--- config.mk ---
export PLATFORM = sky130hd
export DESIGN_NAME = strload_seq
export DESIGN_NICKNAME = d
export VERILOG_FILES = /design/src/rtl/strload_pkg.sv /design/src/rtl/strload_addr_gen.sv /design/src/rtl/strload_packer.sv /design/src/rtl/strload_ctrl.sv /design/src/rtl/strload_seq.sv
export SDC_FILE = /design/constraint.sdc
export NUM_CORES = 1
export LEC_CHECK = 0
export BUFFER_PORTS_ARGS = -buffer_cell sky130_fd_sc_hd__buf_4
export CORE_ASPECT_RATIO = 0.8
export CORE_MARGIN = 2
export CORE_UTILIZATION = 53
export CTS_BUF_LIST = sky130_fd_sc_hd__clkbuf_16
export DETAILED_ROUTE_END_ITERATION = 10
export PLACE_DENSITY = 0.81
export SETUP_SLACK_MARGIN = 0.4
export SLEW_MARGIN = 15
export SYNTH_ARGS = -nofsm -noshare
export SYNTH_HDL_FRONTEND = slang
export SYNTH_SLANG_ARGS = --single-unit
--- constraint.sdc ---
create_clock -name clk -period 2.25 [get_ports clk]
set_input_delay 0.225 -clock clk [delete_from_list [all_inputs] [get_ports clk]]
set_output_delay 0.225 -clock clk [all_outputs]
set_load 0.02 [all_outputs]
--- src/rtl/strload_pkg.sv ---
package strload_pkg;

    typedef enum logic [2:0] {
        ST_IDLE,
        ST_ISSUE,
        ST_WAIT,
        ST_WRITE,
        ST_DONE
    } seq_state_e;

endpackage

--- src/rtl/strload_addr_gen.sv ---
module strload_addr_gen #(
    parameter int ADDR_W = 32,
    parameter int IDX_W  = 5,
    parameter int CNT_W  = 5
) (
    input  logic [IDX_W-1:0]  base_idx,
    input  logic [ADDR_W-1:0] base_val,
    input  logic [CNT_W-1:0]  count,
    output logic [ADDR_W-1:0] start_addr,
    output logic [CNT_W:0]    total_bytes
);

    localparam logic [CNT_W:0] FULL_COUNT = (CNT_W+1)'(1) << CNT_W;

    always_comb begin
        // Index zero names the literal value zero, not a register.
        start_addr  = (base_idx == '0) ? '0 : base_val;
        total_bytes = (count == '0) ? FULL_COUNT : {1'b0, count};
    end

endmodule

--- src/rtl/strload_packer.sv ---
module strload_packer #(
    parameter int DATA_W = 32,
    parameter int BYTE_W = 8,
    localparam int LANES  = DATA_W / BYTE_W,
    localparam int LANE_W = (LANES > 1) ? $clog2(LANES) : 1
) (
    input  logic [DATA_W-1:0] word_in,
    input  logic [BYTE_W-1:0] byte_in,
    input  logic [LANE_W-1:0] lane,
    output logic [DATA_W-1:0] word_out
);

    // Lane 0 is the most significant byte.
    for (genvar l = 0; l < LANES; l++) begin : g_lane
        localparam logic [LANE_W-1:0] SEL = LANE_W'(LANES - 1 - l);
        assign word_out[(l+1)*BYTE_W-1 -: BYTE_W] =
            (lane == SEL) ? byte_in : word_in[(l+1)*BYTE_W-1 -: BYTE_W];
    end

endmodule

--- src/rtl/strload_ctrl.sv ---
module strload_ctrl
    import strload_pkg::*;
#(
    parameter int ADDR_W = 32,
    parameter int DATA_W = 32,
    parameter int BYTE_W = 8,
    parameter int IDX_W  = 5,
    parameter int CNT_W  = 5,
    localparam int LANES  = DATA_W / BYTE_W,
    localparam int LANE_W = (LANES > 1) ? $clog2(LANES) : 1
) (
    input  logic              clk,
    input  logic              rst_n,
    input  logic              req_valid,
    input  logic [IDX_W-1:0]  req_dst,
    input  logic [ADDR_W-1:0] start_addr,
    input  logic [CNT_W:0]    total_bytes,
    output logic              mem_req_valid,
    input  logic              mem_req_ready,
    output logic [ADDR_W-1:0] mem_addr,
    input  logic              mem_rsp_valid,
    input  logic [DATA_W-1:0] packed_word,
    output logic [DATA_W-1:0] word_acc,
    output logic [LANE_W-1:0] lane_sel,
    output logic              rf_we,
    output logic [IDX_W-1:0]  rf_waddr,
    output logic [DATA_W-1:0] rf_wdata,
    output logic              busy,
    output logic              done
);

    localparam logic [LANE_W-1:0] LAST_LANE = LANE_W'(LANES - 1);

    typedef struct packed {
        seq_state_e        st;
        logic [ADDR_W-1:0] addr;
        logic [CNT_W:0]    left;
        logic [LANE_W-1:0] lane;
        logic [IDX_W-1:0]  dst;
        logic [DATA_W-1:0] word;
    } seq_regs_t;

    seq_regs_t s_d, s_q;

    always_comb begin
        s_d = s_q;
        case (s_q.st)
            ST_IDLE: begin
                if (req_valid) begin
                    s_d.st   = ST_ISSUE;
                    s_d.addr = start_addr;
                    s_d.left = total_bytes;
                    s_d.lane = '0;
                    s_d.dst  = req_dst;
                    s_d.word = '0;
                end
            end
            ST_ISSUE: begin
                if (mem_req_ready) begin
                    s_d.st = ST_WAIT;
                end
            end
            ST_WAIT: begin
                if (mem_rsp_valid) begin
                    s_d.word = packed_word;
                    s_d.left = s_q.left - 1'b1;
                    s_d.addr = s_q.addr + 1'b1;
                    if (s_q.lane == LAST_LANE || s_q.left == (CNT_W+1)'(1)) begin
                        s_d.st = ST_WRITE;
                    end else begin
                        s_d.lane = s_q.lane + 1'b1;
                        s_d.st   = ST_ISSUE;
                    end
                end
            end
            ST_WRITE: begin
                // Index arithmetic wraps naturally at IDX_W bits.
                s_d.dst  = s_q.dst + 1'b1;
                s_d.lane = '0;
                s_d.word = '0;
                s_d.st   = (s_q.left == '0) ? ST_DONE : ST_ISSUE;
            end
            ST_DONE: begin
                s_d.st = ST_IDLE;
            end
            default: begin
                s_d.st = ST_IDLE;
            end
        endcase
    end

    always_ff @(posedge clk or negedge rst_n) begin
        if (!rst_n) begin
            s_q <= '{st: ST_IDLE, addr: '0, left: '0, lane: '0, dst: '0, word: '0};
        end else begin
            s_q <= s_d;
        end
    end

    assign mem_req_valid = (s_q.st == ST_ISSUE);
    assign mem_addr      = s_q.addr;
    assign word_acc      = s_q.word;
    assign lane_sel      = s_q.lane;
    assign rf_we         = (s_q.st == ST_WRITE);
    assign rf_waddr      = s_q.dst;
    assign rf_wdata      = s_q.word;
    assign busy          = (s_q.st != ST_IDLE);
    assign done          = (s_q.st == ST_DONE);

endmodule

--- src/rtl/strload_seq.sv ---
module strload_seq #(
    parameter int ADDR_W = 32,
    parameter int DATA_W = 32,
    parameter int BYTE_W = 8,
    parameter int IDX_W  = 5,
    parameter int CNT_W  = 5
) (
    input  logic              clk,
    input  logic              rst_n,
    input  logic              req_valid,
    input  logic [IDX_W-1:0]  req_dst,
    input  logic [IDX_W-1:0]  req_base_idx,
    input  logic [ADDR_W-1:0] req_base_val,
    input  logic [CNT_W-1:0]  req_count,
    output logic              mem_req_valid,
    input  logic              mem_req_ready,
    output logic [ADDR_W-1:0] mem_addr,
    input  logic              mem_rsp_valid,
    input  logic [BYTE_W-1:0] mem_rsp_data,
    output logic              rf_we,
    output logic [IDX_W-1:0]  rf_waddr,
    output logic [DATA_W-1:0] rf_wdata,
    output logic              busy,
    output logic              done
);

    localparam int LANES  = DATA_W / BYTE_W;
    localparam int LANE_W = (LANES > 1) ? $clog2(LANES) : 1;

    logic [ADDR_W-1:0] start_addr;
    logic [CNT_W:0]    total_bytes;
    logic [DATA_W-1:0] word_acc;
    logic [DATA_W-1:0] packed_word;
    logic [LANE_W-1:0] lane_sel;

    strload_addr_gen #(
        .ADDR_W (ADDR_W),
        .IDX_W  (IDX_W),
        .CNT_W  (CNT_W)
    ) addr_gen_i (
        .base_idx    (req_base_idx),
        .base_val    (req_base_val),
        .count       (req_count),
        .start_addr  (start_addr),
        .total_bytes (total_bytes)
    );

    strload_packer #(
        .DATA_W (DATA_W),
        .BYTE_W (BYTE_W)
    ) packer_i (
        .word_in  (word_acc),
        .byte_in  (mem_rsp_data),
        .lane     (lane_sel),
        .word_out (packed_word)
    );

    strload_ctrl #(
        .ADDR_W (ADDR_W),
        .DATA_W (DATA_W),
        .BYTE_W (BYTE_W),
        .IDX_W  (IDX_W),
        .CNT_W  (CNT_W)
    ) ctrl_i (
        .clk           (clk),
        .rst_n         (rst_n),
        .req_valid     (req_valid),
        .req_dst       (req_dst),
        .start_addr    (start_addr),
        .total_bytes   (total_bytes),
        .mem_req_valid (mem_req_valid),
        .mem_req_ready (mem_req_ready),
        .mem_addr      (mem_addr),
        .mem_rsp_valid (mem_rsp_valid),
        .packed_word   (packed_word),
        .word_acc      (word_acc),
        .lane_sel      (lane_sel),
        .rf_we         (rf_we),
        .rf_waddr      (rf_waddr),
        .rf_wdata      (rf_wdata),
        .busy          (busy),
        .done          (done)
    );

endmodule

==> impl_metrics.xml, run 1 <==
<?xml version="1.0" encoding="UTF-8"?>
<metrics>
  <group name="detailed_routing">
    <metric name="routed-via-count" unit="">4702</metric>
    <metric name="detail_route.vias_per_cell" unit="">6.11</metric>
    <metric name="avgRoutedWirePerCell" unit="µm">18.9</metric>
    <metric name="totalWireLength" unit="µm">14500</metric>
    <metric name="detail_route.iter0.violations" unit="">417</metric>
    <metric name="dr.pass1.iters" unit="">5</metric>
    <metric name="remaining_design_rule_violation_count" unit="">0</metric>
    <metric name="detail-route-antenna-nets" unit="">0</metric>
  </group>
  <group name="critical_path">
    <metric name="cp-start-kind" unit="">flop</metric>
    <metric name="worst_r2r_startpoint" unit="">ctrl_i.mem_addr[1]$_DFFE_PN0P_</metric>
    <metric name="critical_path.reg2reg.endpoint" unit="">ctrl_i.mem_addr[26]$_DFFE_PN0P_</metric>
    <metric name="type_of_the_setup_path_with_the_least_slack" unit="">reg -&gt; reg</metric>
    <metric name="worst-path-max-fanout" unit="">6</metric>
    <metric name="critPathLaunch" unit="">ctrl_i.mem_addr[1]$_DFFE_PN0P_</metric>
    <metric name="worstRegToRegCells" unit="">7</metric>
    <metric name="cp.required" unit="ps">2460</metric>
    <metric name="crit_path_end_kind" unit="">flop</metric>
    <metric name="worst-endpoint-arrival" unit="ps">2070</metric>
    <metric name="cp_capture_point" unit="">ctrl_i.mem_addr[26]$_DFFE_PN0P_</metric>
    <metric name="reg_to_reg_slack_setup" unit="ps">390</metric>
  </group>
  <group name="place">
    <metric name="port_buffers" unit="">132</metric>
    <metric name="place_congestion" unit="">0.955</metric>
    <metric name="post_place_cells" unit="">733</metric>
    <metric name="dp_hpwl" unit="µm">10100</metric>
    <metric name="dpl-instance-area" unit="mm²">0.00547</metric>
  </group>
  <group name="floorplan">
    <metric name="floorplan.core_area" unit="mm²">0.00896</metric>
    <metric name="floorplan.die.height" unit="µm">89.3</metric>
    <metric name="die_area" unit="mm²">0.00987</metric>
    <metric name="initial_core_util" unit="%">53.8</metric>
    <metric name="num_ports" unit="">133</metric>
    <metric name="die_width" unit="µm">111</metric>
    <metric name="num_rows" unit="">31</metric>
  </group>
  <group name="timing">
    <metric name="clock-skew-final" unit="ps">8.27</metric>
    <metric name="worst_slew_margin_rel" unit="%">53.3</metric>
    <metric name="rsz0062_at_grt" unit="">yes</metric>
    <metric name="timing.final.max_slew_violations" unit="">0</metric>
    <metric name="finalSetupViolCount" unit="">0</metric>
    <metric name="report.final.hold_viol_count" unit="">0</metric>
    <metric name="final_critical_path_share_of_the_clock_period" unit="%">82.7</metric>
    <metric name="fin_worst_hold_slack" unit="ps">130</metric>
    <metric name="timing.final.crit_period" unit="ps">1860</metric>
    <metric name="max_slew.worst_pin.slew" unit="ps">701</metric>
    <metric name="maxClockFrequency" unit="GHz">0.537</metric>
    <metric name="final.setup.tns" unit="ps">0</metric>
  </group>
  <group name="cells_and_area">
    <metric name="multi_input_gate_area_in_the_final_layout" unit="mm²">0.00239</metric>
    <metric name="layout_common_cells" unit="">161 x sky130_fd_sc_hd__buf_4, 74 x sky130_fd_sc_hd__nand2_1, 65 x sky130_fd_sc_hd__dfrtp_1, 50 x sky130_fd_sc_hd__o21ai_0, 50 x sky130_fd_sc_hd__a21oi_1</metric>
    <metric name="layout_commonest_cell" unit="">sky130_fd_sc_hd__buf_4</metric>
    <metric name="fin_cells" unit="">769</metric>
    <metric name="finalInstanceArea" unit="mm²">0.00615</metric>
    <metric name="area.sequential" unit="mm²">0.00202</metric>
    <metric name="area_growth_syn_to_layout" unit="%">27.6</metric>
    <metric name="fill_cells" unit="">678</metric>
    <metric name="share_of_cells_above_drive_strength_1" unit="%">37.3</metric>
    <metric name="finish.net_count" unit="">718</metric>
    <metric name="number_of_diodes_added_for_antenna_fixing" unit="">0</metric>
  </group>
  <group name="yosys">
    <metric name="yosys_register_bits" unit="">80</metric>
    <metric name="synthDistinctLibCells" unit="">55</metric>
    <metric name="synth.cell_area" unit="mm²">0.00482</metric>
    <metric name="yosysWarningCount" unit="">0</metric>
    <metric name="post_synth_inst_count" unit="">565</metric>
    <metric name="synth_edf_count" unit="">0</metric>
    <metric name="synth-async-reset-ratio" unit="%">100</metric>
    <metric name="synth.net_count" unit="">634</metric>
    <metric name="synth_seq_area_share" unit="%">41.5</metric>
    <metric name="syn_area_per_cell" unit="µm²">8.53</metric>
    <metric name="synth-main-ff-cell" unit="">sky130_fd_sc_hd__dfrtp_1</metric>
  </group>
  <group name="clock_tree">
    <metric name="cts.path.max_buffers" unit="">2</metric>
    <metric name="cts_max_level" unit="">3</metric>
    <metric name="clk_pin_slew_worst_paths" unit="ps">70</metric>
    <metric name="cts_buffers" unit="">9</metric>
    <metric name="insertion_delay" unit="ps">340</metric>
    <metric name="clock-root-buffer" unit="">sky130_fd_sc_hd__clkbuf_16</metric>
    <metric name="cts_tree" unit="">yes</metric>
    <metric name="numClockSinks" unit="">80</metric>
  </group>
  <group name="power">
    <metric name="power.density_cell_area" unit="mW/mm²">1520</metric>
    <metric name="clockPowerShare" unit="%">14.7</metric>
    <metric name="netSwitchingFraction" unit="%">47.1</metric>
    <metric name="power.share.combinational" unit="%">54.1</metric>
    <metric name="design_power_total" unit="W">0.00936</metric>
    <metric name="power_report.internal_total" unit="W">0.00495</metric>
    <metric name="leakage" unit="nW">2.69</metric>
    <metric name="seq_power_share" unit="%">31.2</metric>
    <metric name="power.net_switching" unit="W">0.00441</metric>
    <metric name="power.ir.vdd_worst" unit="V">0.000690</metric>
  </group>
  <group name="grt">
    <metric name="gr-total-overflow" unit="">0</metric>
    <metric name="grt_first_pass_wirelength" unit="µm">22200</metric>
    <metric name="track_usage" unit="%">28.6</metric>
    <metric name="grt_max_degree" unit="">54</metric>
    <metric name="number_of_antenna_violations_at_the_first_check_in_global_routing" unit="">0</metric>
    <metric name="first_global_vias" unit="">4405</metric>
  </group>
  <group name="flow_run">
    <metric name="drv.max_cap_violation_count" unit="">0</metric>
  </group>
  <group name="worst_hold_path">
    <metric name="hold_path.class" unit="">in -&gt; reg</metric>
  </group>
  <group name="status">
    <metric name="result_of_the_run" unit="">finished, final reports clean</metric>
  </group>
</metrics>
-- worst min path at each step --
stage | from | endpoint | slack (ps) | cells past startpoint
6_report | req_dst[0] | ctrl_i.rf_waddr[0]$_DFFE_PN0P_ | 130 | 3
5_1_grt | req_dst[0] | ctrl_i.rf_waddr[0]$_DFFE_PN0P_ | 150 | 3
4_1_cts | req_dst[0] | ctrl_i.rf_waddr[0]$_DFFE_PN0P_ | 130 | 3
3_5_place_dp | rst_n | ctrl_i.mem_addr[9]$_DFFE_PN0P_ | 320 | 1
3_3_place_gp | rst_n | ctrl_i.mem_addr[9]$_DFFE_PN0P_ | 310 | 1
2_1_floorplan | rst_n | ctrl_i.lane_sel[0]$_DFFE_PN0P_ | -70 | 0
-- cells in the mapped netlist (all sizes together) (5+ instances only) --
master / n / area share [%]
nand3: 30 / 3.3
clkbuf: 13 / 1.0
inv: 7 / 0.55
a31oi: 8 / 1.0
a311oi: 5 / 0.91
nor2: 33 / 2.6
o21ai: 61 / 6.7
nor3: 21 / 2.3
nor4: 5 / 0.78
ha: 9 / 2.3
a21oi: 52 / 5.4
buf: 82 / 12
a211oi: 10 / 1.6
dfrtp: 80 / 42
nand2: 76 / 5.9
nand2b: 8 / 1.0
and3: 10 / 1.3
nand4: 7 / 1.4
-- layer usage --
metal	vias to the layer above	global-route usage [%]	part of all wire [%]
met4	0	9.66	1.8
met3	33	6.64	7.6
met2	254	48.2	50
met5	-	0	0
li1	2121	-	-
met1	2294	37.2	41
-- area by class of cell --
type                            instances  share of cell area [%]
Clock buffer                            9                    3.66
Inverter                                7                   0.428
Sequential cell                        80                    32.9
Multi-Input combinational cell        385                    39.0
Timing Repair Buffer                  166                    20.8
Tap cell                              115                    2.34
Clock inverter                          7                   0.875
-- through the flow --
step | worst slack (ps) | util [%]
finish | 389 | 68.6
CTS | 381 | 66.3
detailed placement | 219 | 61.1
global placement | 311 | 61.1
global route | 330 | 68.6
floorplan | 417 | -
-- state kept, by name (all words and copies together), names as in the netlist --
name / cells
ctrl_i.lane_sel: 2
ctrl_i.s_q: 9
ctrl_i.rf_wdata: 32
ctrl_i.rf_waddr: 5
ctrl_i.mem_addr: 32
-- what timing repair did --
action	in CTS	in global routing
hold endpoints to repair	52	0
hold buffers	1	0
cloned	1	1
pin swaps	4	4
resized for setup	30	29
endpoints found under the setup margin	63	70
buffers inserted	7	10
-- power by group through the flow --
stage                     Combinational (W)  Sequential (W)  Clock, W
final                               0.00506         0.00292   0.00138
after global routing                0.00547         0.00302   0.00146
after CTS                           0.00469         0.00289   0.00140
after detailed placement            0.00440         0.00288         0
after global placement              0.00426         0.00283         0
after floorplan                     0.00361         0.00262         0
-- critical path, cell delays in order, from the launching register on --
cell,delay [ps]
sky130_fd_sc_hd__dfrtp_1,420
sky130_fd_sc_hd__ha_4,180
sky130_fd_sc_hd__nand4_4,90
sky130_fd_sc_hd__buf_4,180
sky130_fd_sc_hd__nor4_2,430
sky130_fd_sc_hd__nand3_1,170
sky130_fd_sc_hd__mux2i_1,170
sky130_fd_sc_hd__a21oi_1,80
-- cells by family after synthesis --
kind of cell / Yosys count / synth area share, %
AND/OR/NAND/NOR: 208 / 21.6
AO/OA/AOI/OAI: 163 / 20.3
buffers and inverters: 102 / 13.7
flip-flops: 80 / 41.5
adder cells (fa/ha/maj): 9 / 2.34
multiplexers: 3 / 0.623
No activity file was read; power rests on OpenSTA's default activity.
==> run 2, diff against run 1 <==
Clock period 2.25 ns to 1.8 ns, I/O delays scaled along.
==> run 2 against run 1 <==
Global-route usage grew 16 points; setup slack lost 770 ps; clock power grew 52%; via count grew 49%; die area is the same; the flow now finishes with violations (DRC, setup timing); sequential power grew 34%; design area grew 39%; power grew 100%.
==> impl_metrics.xml, run 2 (synthesized netlist as in run 1, its figures left out) <==
<?xml version="1.0" encoding="UTF-8"?>
<metrics>
  <group name="power">
    <metric name="design_power_total" unit="W">0.0187</metric>
    <metric name="netSwitchingFraction" unit="%">50.6</metric>
    <metric name="power.share.combinational" unit="%">67.8</metric>
    <metric name="seq_power_share" unit="%">21.0</metric>
    <metric name="leakage" unit="nW">3.69</metric>
    <metric name="power.net_switching" unit="W">0.00946</metric>
    <metric name="power.density_cell_area" unit="mW/mm²">2190</metric>
    <metric name="power_report.internal_total" unit="W">0.00922</metric>
    <metric name="clockPowerShare" unit="%">11.2</metric>
    <metric name="power.ir.vdd_worst" unit="V">0.00145</metric>
  </group>
  <group name="clock_tree">
    <metric name="cts_max_level" unit="">3</metric>
    <metric name="cts.path.max_buffers" unit="">2</metric>
    <metric name="insertion_delay" unit="ps">350</metric>
    <metric name="clock-root-buffer" unit="">sky130_fd_sc_hd__clkbuf_16</metric>
    <metric name="cts_tree" unit="">yes</metric>
    <metric name="clk_pin_slew_worst_paths" unit="ps">80</metric>
    <metric name="numClockSinks" unit="">80</metric>
    <metric name="cts_buffers" unit="">9</metric>
  </group>
  <group name="critical_path">
    <metric name="crit_path_end_kind" unit="">flop</metric>
    <metric name="worst-path-max-fanout" unit="">4</metric>
    <metric name="type_of_the_setup_path_with_the_least_slack" unit="">reg -&gt; reg</metric>
    <metric name="crit_family" unit="">simple AND/OR/NAND/NOR gates</metric>
    <metric name="timing.critical_path.cells" unit="">ha_4, nand4_4, or4_4, buf_6, nor3_4, a211oi_1</metric>
    <metric name="critPathSlowestCell" unit="">sky130_fd_sc_hd__or4_4</metric>
    <metric name="cp-start-kind" unit="">flop</metric>
    <metric name="path_depth" unit="">6</metric>
    <metric name="cp.required" unit="ps">2010</metric>
    <metric name="max_stage_delay" unit="ps">620</metric>
    <metric name="worst-endpoint-arrival" unit="ps">2390</metric>
    <metric name="worstPathBufferInverterCount" unit="">1</metric>
    <metric name="worstRegToRegCells" unit="">6</metric>
  </group>
  <group name="timing">
    <metric name="report.final.hold_viol_count" unit="">0</metric>
    <metric name="timing.final.max_slew_violations" unit="">0</metric>
    <metric name="fin_worst_hold_slack" unit="ps">94.4</metric>
    <metric name="max_slew.worst_pin.slew" unit="ps">578</metric>
    <metric name="final.setup.worst_slack" unit="ps">-384</metric>
    <metric name="timing.final.crit_period" unit="ps">2180</metric>
    <metric name="rsz0062_at_grt" unit="">yes</metric>
    <metric name="maxClockFrequency" unit="GHz">0.458</metric>
    <metric name="worst_slew_margin_rel" unit="%">61.2</metric>
    <metric name="clock-skew-final" unit="ps">13.7</metric>
    <metric name="final_critical_path_share_of_the_clock_period" unit="%">121</metric>
    <metric name="finalSetupViolCount" unit="">71</metric>
  </group>
  <group name="flow_run">
    <metric name="drv.max_cap_violation_count" unit="">0</metric>
  </group>
  <group name="grt">
    <metric name="first_global_vias" unit="">5823</metric>
    <metric name="number_of_antenna_violations_at_the_first_check_in_global_routing" unit="">4</metric>
    <metric name="grt_max_degree" unit="">56</metric>
    <metric name="grt_first_pass_wirelength" unit="µm">33500</metric>
    <metric name="gr-total-overflow" unit="">0</metric>
    <metric name="track_usage" unit="%">44.4</metric>
  </group>
  <group name="status">
    <metric name="result_of_the_run" unit="">complete, but fails checks</metric>
    <metric name="failing_checks" unit="">DRC, setup timing</metric>
  </group>
  <group name="floorplan">
    <metric name="die_width" unit="µm">111</metric>
    <metric name="floorplan.die.height" unit="µm">89.3</metric>
    <metric name="floorplan.core_area" unit="mm²">0.00896</metric>
    <metric name="initial_core_util" unit="%">53.8</metric>
    <metric name="die_area" unit="mm²">0.00987</metric>
    <metric name="num_ports" unit="">133</metric>
    <metric name="num_rows" unit="">31</metric>
  </group>
  <group name="detailed_routing">
    <metric name="dr.pass1.iters" unit="">11</metric>
    <metric name="remaining_design_rule_violation_count" unit="">10</metric>
    <metric name="detail-route-antenna-nets" unit="">0</metric>
    <metric name="totalWireLength" unit="µm">31200</metric>
    <metric name="detail_route.iter0.violations" unit="">1471</metric>
    <metric name="avgRoutedWirePerCell" unit="µm">35.0</metric>
    <metric name="detail_route.vias_per_cell" unit="">7.87</metric>
    <metric name="routed-via-count" unit="">7016</metric>
  </group>
  <group name="cells_and_area">
    <metric name="area_growth_syn_to_layout" unit="%">76.8</metric>
    <metric name="layout_commonest_cell" unit="">sky130_fd_sc_hd__buf_4</metric>
    <metric name="share_of_cells_above_drive_strength_1" unit="%">63.7</metric>
    <metric name="layout_common_cells" unit="">206 x sky130_fd_sc_hd__buf_4, 68 x sky130_fd_sc_hd__dfrtp_1, 51 x sky130_fd_sc_hd__buf_6, 50 x sky130_fd_sc_hd__nand2_1, 27 x sky130_fd_sc_hd__a21oi_2</metric>
    <metric name="finish.net_count" unit="">839</metric>
  </group>
  <group name="place">
    <metric name="port_buffers" unit="">132</metric>
    <metric name="place_congestion" unit="">0.910</metric>
    <metric name="dp_hpwl" unit="µm">10200</metric>
  </group>
  <group name="worst_hold_path">
    <metric name="hold_path.class" unit="">in -&gt; reg</metric>
    <metric name="min_path_cells" unit="">3</metric>
  </group>
</metrics>
==> run 2: cell count changes in the layout (fill, tap and decap cells not counted), moves of 8 or more <==
cell | before | now
sky130_fd_sc_hd__buf_6 | 2 | 51
sky130_fd_sc_hd__buf_4 | 161 | 206
sky130_fd_sc_hd__o21ai_0 | 50 | 6
sky130_fd_sc_hd__a21oi_1 | 50 | 18
sky130_fd_sc_hd__a21oi_2 | 2 | 27
sky130_fd_sc_hd__nand2_1 | 74 | 50
sky130_fd_sc_hd__o21ai_1 | 5 | 25
sky130_fd_sc_hd__o21ai_2 | 3 | 23
sky130_fd_sc_hd__nand2_2 | 1 | 20
sky130_fd_sc_hd__buf_12 | 2 | 11
sky130_fd_sc_hd__nor3_1 | 15 | 6
sky130_fd_sc_hd__a21oi_4 | 0 | 8
sky130_fd_sc_hd__buf_16 | 0 | 8
sky130_fd_sc_hd__nor3_2 | 4 | 12
==> run 2: worst paths after layout <==
check / end / startpoint / slack (ps)
min: ctrl_i.mem_addr[2]$_DFFE_PN0P_ / req_base_val[2] / 90
min in group asynchronous: ctrl_i.mem_addr[0]$_DFFE_PN0P_ / rst_n / 280
max in group asynchronous: ctrl_i.mem_addr[22]$_DFFE_PN0P_ / rst_n / 860
max reg2reg: ctrl_i.mem_addr[24]$_DFFE_PN0P_ / ctrl_i.mem_addr[0]$_DFFE_PN0P_ / -380
max: ctrl_i.mem_addr[24]$_DFFE_PN0P_ / ctrl_i.mem_addr[0]$_DFFE_PN0P_ / -380
min reg2reg: ctrl_i.rf_wdata[6]$_DFFE_PN0P_ / ctrl_i.rf_wdata[6]$_DFFE_PN0P_ / 520
==> run 2: tightest hold or removal path, delay by kind of cell <==
kind	cells	cell delay [ps]
and+or+nand+nor	1	80
buffers and inverters	1	90
AOI/OAI and AO/OA	1	60
==> run 2: area by class of cell <==
type | instances | area, µm²
well taps | 115 | 144
flip-flops and latches | 80 | 2020
diodes | 1 | 2.50
clock inverters | 7 | 93.8
inverters | 7 | 28.8
multi-input cells | 390 | 3360
clock buffers | 9 | 225
repair buffers | 282 | 2650
fillers | 210 | 439
==> run 2: power groups by stage <==
stage / registers [W] / clock network (W) / logic [W]
after global placement: 0.00344 / 0 / 0.00630
after global routing: 0.00388 / 0.00215 / 0.0127
final: 0.00392 / 0.00210 / 0.0127
after detailed placement: 0.00349 / 0 / 0.00646
after CTS: 0.00345 / 0.00198 / 0.00927
after floorplan: 0.00333 / 0 / 0.00516
==> run 2: per-layer routing <==
layer  global-route usage (%)  vias to the layer above  share of wire (%)
met5                        0                        -               0.35
met4                     27.0                        6                 13
met3                     15.9                      445                 16
met2                     67.5                      961                 40
met1                     55.3                     3207                 32
li1                         -                     2397                  -
==> run 2: repair_timing <==
| item | CTS | global route |
|---|---|---|
| pin swaps | 62 | 61 |
| resized for setup | 145 | 143 |
| hold endpoints to repair | 25 | 0 |
| buffers inserted | 60 | 33 |
| gates cloned | 16 | 0 |
| hold buffers | 1 | 0 |
| endpoints found under the setup margin | 83 | 84 |
==> run 2: through the flow <==
stage | setup WS (ps) | instances | setup TNS (ps) | cell area, µm² | utilization [%]
after CTS | -1.70 | 857 | -1.70 | 7590 | 84.8
after global routing | -346 | 890 | -7040 | 8520 | 95.1
final | -384 | 891 | -7820 | 8520 | 95.1
after global placement | 72.0 | 764 | 0 | 5930 | 66.2
after detailed placement | -10.2 | 764 | -11.0 | 5930 | 66.2
after floorplan | 43.6 | 565 | 0 | 5180 | -
==> run 3, diff against run 2 <==
Settings changed: ABC_AREA from default to 1, CORE_UTILIZATION 53 to 54.
==> run 3 against run 2 <==
The run now ends clean; utilization down 19 points; sequential power down 6.4%; clock-buffer cell count unchanged; maximum frequency up 34%; combinational power down 31%.
==> impl_metrics.xml, run 3 <==
<?xml version="1.0" encoding="UTF-8"?>
<metrics>
  <group name="timing">
    <metric name="report.final.hold_viol_count" unit="">0</metric>
    <metric name="clock-skew-final" unit="ps">11.9</metric>
    <metric name="timing.final.crit_period" unit="ps">1630</metric>
    <metric name="timing.final.max_slew_violations" unit="">0</metric>
    <metric name="max_slew.worst_pin.slew" unit="ps">509</metric>
    <metric name="rsz0062_at_grt" unit="">yes</metric>
    <metric name="final.setup.tns" unit="ps">0</metric>
    <metric name="worst_slew_margin_rel" unit="%">66.1</metric>
    <metric name="maxClockFrequency" unit="GHz">0.615</metric>
    <metric name="final_critical_path_share_of_the_clock_period" unit="%">90.3</metric>
    <metric name="final.setup.worst_slack" unit="ps">174</metric>
    <metric name="finalSetupViolCount" unit="">0</metric>
  </group>
  <group name="yosys">
    <metric name="synth.cell_area" unit="mm²">0.00538</metric>
    <metric name="yosys_register_bits" unit="">80</metric>
    <metric name="post_synth_inst_count" unit="">801</metric>
    <metric name="synth_seq_area_share" unit="%">37.2</metric>
    <metric name="yosysMostFrequentCell" unit="">sky130_fd_sc_hd__nand2_1</metric>
    <metric name="synth_area_leader_cell" unit="">sky130_fd_sc_hd__dfrtp_1</metric>
    <metric name="synth_edf_count" unit="">0</metric>
    <metric name="synth-async-reset-ratio" unit="%">100</metric>
    <metric name="synth_top_cells_by_area" unit="">sky130_fd_sc_hd__dfrtp_1 37%, sky130_fd_sc_hd__nand2_1 19%, sky130_fd_sc_hd__buf_4 10%, sky130_fd_sc_hd__nor2_1 7.3%, sky130_fd_sc_hd__o21ai_0 5.5%</metric>
    <metric name="syn_area_per_cell" unit="µm²">6.72</metric>
    <metric name="synth-main-ff-cell" unit="">sky130_fd_sc_hd__dfrtp_1</metric>
    <metric name="yosysWarningCount" unit="">0</metric>
    <metric name="synth.net_count" unit="">870</metric>
    <metric name="synth_largest_type_area_fraction" unit="%">37.2</metric>
    <metric name="synthDistinctLibCells" unit="">34</metric>
    <metric name="synth.cells.most_frequent" unit="">276 x sky130_fd_sc_hd__nand2_1, 105 x sky130_fd_sc_hd__nor2_1, 80 x sky130_fd_sc_hd__dfrtp_1, 73 x sky130_fd_sc_hd__buf_4, 59 x sky130_fd_sc_hd__o21ai_0</metric>
  </group>
  <group name="critical_path">
    <metric name="worst-path-max-fanout" unit="">6</metric>
    <metric name="critPathLaunch" unit="">ctrl_i.s_q[79]$_DFFE_PN0P_</metric>
    <metric name="cp.required" unit="ps">2080</metric>
    <metric name="crit_path_end_kind" unit="">flop</metric>
    <metric name="type_of_the_setup_path_with_the_least_slack" unit="">reg -&gt; reg</metric>
    <metric name="reg_to_reg_slack_setup" unit="ps">170</metric>
    <metric name="cp-start-kind" unit="">flop</metric>
    <metric name="worst_r2r_startpoint" unit="">ctrl_i.s_q[79]$_DFFE_PN0P_</metric>
    <metric name="worst-endpoint-arrival" unit="ps">1910</metric>
    <metric name="cp_capture_point" unit="">ctrl_i.mem_addr[17]$_DFFE_PN0P_</metric>
    <metric name="critical_path.reg2reg.endpoint" unit="">ctrl_i.mem_addr[17]$_DFFE_PN0P_</metric>
    <metric name="worstRegToRegCells" unit="">10</metric>
  </group>
  <group name="clock_tree">
    <metric name="cts_max_level" unit="">3</metric>
    <metric name="clock-root-buffer" unit="">sky130_fd_sc_hd__clkbuf_16</metric>
    <metric name="cts_tree" unit="">yes</metric>
    <metric name="cts_buffers" unit="">9</metric>
    <metric name="cts.path.max_buffers" unit="">2</metric>
    <metric name="numClockSinks" unit="">80</metric>
    <metric name="clk_pin_slew_worst_paths" unit="ps">70</metric>
    <metric name="insertion_delay" unit="ps">350</metric>
  </group>
  <group name="cells_and_area">
    <metric name="finish.net_count" unit="">982</metric>
    <metric name="fin_cells" unit="">1054</metric>
    <metric name="finalInstanceArea" unit="mm²">0.00734</metric>
    <metric name="fill_cells" unit="">680</metric>
    <metric name="layout_common_cells" unit="">255 x sky130_fd_sc_hd__nand2_1, 164 x sky130_fd_sc_hd__buf_4, 74 x sky130_fd_sc_hd__nor2_1, 64 x sky130_fd_sc_hd__dfrtp_1, 50 x sky130_fd_sc_hd__inv_1</metric>
    <metric name="share_of_cells_above_drive_strength_1" unit="%">32.8</metric>
    <metric name="postLayoutCoreUtil" unit="%">75.8</metric>
    <metric name="area.sequential" unit="mm²">0.00202</metric>
    <metric name="multi_input_gate_area_in_the_final_layout" unit="mm²">0.00289</metric>
    <metric name="area_growth_syn_to_layout" unit="%">36.4</metric>
    <metric name="layout_commonest_cell" unit="">sky130_fd_sc_hd__nand2_1</metric>
    <metric name="number_of_diodes_added_for_antenna_fixing" unit="">0</metric>
  </group>
  <group name="floorplan">
    <metric name="initial_core_util" unit="%">55.6</metric>
    <metric name="floorplan.core_area" unit="mm²">0.00969</metric>
    <metric name="floorplan.die.height" unit="µm">93.3</metric>
    <metric name="num_ports" unit="">133</metric>
    <metric name="die_area" unit="mm²">0.0108</metric>
    <metric name="num_rows" unit="">32</metric>
    <metric name="die_width" unit="µm">116</metric>
  </group>
  <group name="power">
    <metric name="leakage" unit="nW">3.73</metric>
    <metric name="clockPowerShare" unit="%">13.0</metric>
    <metric name="seq_power_share" unit="%">25.5</metric>
    <metric name="power.share.combinational" unit="%">61.4</metric>
    <metric name="power.ir.vdd_worst" unit="V">0.00103</metric>
    <metric name="power_report.internal_total" unit="W">0.00736</metric>
    <metric name="power.net_switching" unit="W">0.00700</metric>
    <metric name="power.density_cell_area" unit="mW/mm²">1950</metric>
    <metric name="netSwitchingFraction" unit="%">48.7</metric>
  </group>
  <group name="place">
    <metric name="place_congestion" unit="">0.932</metric>
    <metric name="post_place_cells" unit="">996</metric>
    <metric name="port_buffers" unit="">132</metric>
    <metric name="dpl-instance-area" unit="mm²">0.00614</metric>
    <metric name="setup_slack_placement" unit="ps">6.58</metric>
    <metric name="dp_hpwl" unit="µm">10700</metric>
  </group>
  <group name="grt">
    <metric name="number_of_antenna_violations_at_the_first_check_in_global_routing" unit="">0</metric>
    <metric name="grt_max_degree" unit="">44</metric>
    <metric name="first_global_vias" unit="">5244</metric>
    <metric name="grt_first_pass_wirelength" unit="µm">26200</metric>
    <metric name="gr-total-overflow" unit="">0</metric>
    <metric name="track_usage" unit="%">31.3</metric>
  </group>
  <group name="detailed_routing">
    <metric name="detail_route.iter0.violations" unit="">696</metric>
    <metric name="detail_route.vias_per_cell" unit="">5.67</metric>
    <metric name="dr.pass1.iters" unit="">6</metric>
    <metric name="detail-route-antenna-nets" unit="">0</metric>
    <metric name="routed-via-count" unit="">5981</metric>
    <metric name="totalWireLength" unit="µm">18000</metric>
    <metric name="remaining_design_rule_violation_count" unit="">0</metric>
    <metric name="avgRoutedWirePerCell" unit="µm">17.1</metric>
  </group>
  <group name="worst_hold_path">
    <metric name="hold_path.class" unit="">in -&gt; reg</metric>
  </group>
  <group name="status">
    <metric name="result_of_the_run" unit="">finished, final reports clean</metric>
  </group>
  <group name="flow_run">
    <metric name="drv.max_cap_violation_count" unit="">0</metric>
  </group>
</metrics>
## run 3: repair_timing
action                                  CTS  global route
setup buffers                            19            13
endpoints found under the setup margin   83            83
hold buffers                              1             0
pin swaps                                14            41
endpoints found under the hold margin    34             0
gates resized for setup                  78            75
cloned                                    5             4
## run 3: layout make-up
type                            instances  area share (%)
Multi-Input combinational cell        572            39.3
Timing Repair Buffer                  194            23.7
Tap cell                              136            2.32
Sequential cell                        80            27.5
Clock inverter                          7           0.920
Inverter                               56            3.17
Clock buffer                            9            3.07
## run 3: power groups by stage
stage	clock [W]	combinational [W]	sequential (W)
finish	0.00187	0.00882	0.00367
global route	0.00193	0.00944	0.00374
CTS	0.00187	0.00766	0.00356
detailed placement	0	0.00636	0.00358
global placement	0	0.00618	0.00354
floorplan	0	0.00527	0.00327
## run 3: cell families (layout without fill, tap and decap cells)
kind of cell	Yosys count	count (layout)	share of synthesized area, %
simple gates	448	448	33.6
buf+inv	149	266	15.8
compound gates	111	111	10.8
flops	80	80	37.2
fa+ha+maj	9	9	2.09
xor+xnor	4	4	0.651
## run 3: critical path, cell delays in order (launching register included)
cell and delay [ps]:
sky130_fd_sc_hd__dfrtp_1 420, sky130_fd_sc_hd__nor2_4 180, sky130_fd_sc_hd__buf_6 120, sky130_fd_sc_hd__nand3b_1 130, sky130_fd_sc_hd__nand2_4 130, sky130_fd_sc_hd__inv_4 60
sky130_fd_sc_hd__nand2_8 80, sky130_fd_sc_hd__buf_6 150, sky130_fd_sc_hd__clkbuf_16 170, sky130_fd_sc_hd__nand2_1 60, sky130_fd_sc_hd__nand2_1 80
## run 3: through the flow
step	total power, W	hold WS, ps
2_1_floorplan	0.00854	-116
3_3_place_gp	0.00972	181
3_5_place_dp	0.00994	184
4_1_cts	0.0131	102
5_1_grt	0.0151	123
6_report	0.0144	103
## run 3: worst min-delay path by stage
stage                     depth (start not counted)                               to          from  slack (ps)
after floorplan                                   0   ctrl_i.lane_sel[0]$_DFFE_PN0P_         rst_n        -120
after global placement                            1  ctrl_i.mem_addr[21]$_DFFE_PN0P_         rst_n         180
after detailed placement                          1  ctrl_i.mem_addr[21]$_DFFE_PN0P_         rst_n         180
after CTS                                         3       ctrl_i.s_q[42]$_DFFE_PN0P_  req_count[3]         100
after global routing                              3   ctrl_i.rf_waddr[1]$_DFFE_PN0P_    req_dst[1]         120
final                                             3       ctrl_i.s_q[42]$_DFFE_PN0P_  req_count[3]         100
## run 3: routing by layer
layer / global-route usage (%) / vias to the layer above / part of all wire, %
met1: 42.7 / 2788 / 40
li1: - / 2716 / -
met5: 0 / - / 0
met2: 50.0 / 421 / 47
met4: 8.33 / 0 / 2.3
met3: 7.39 / 56 / 11
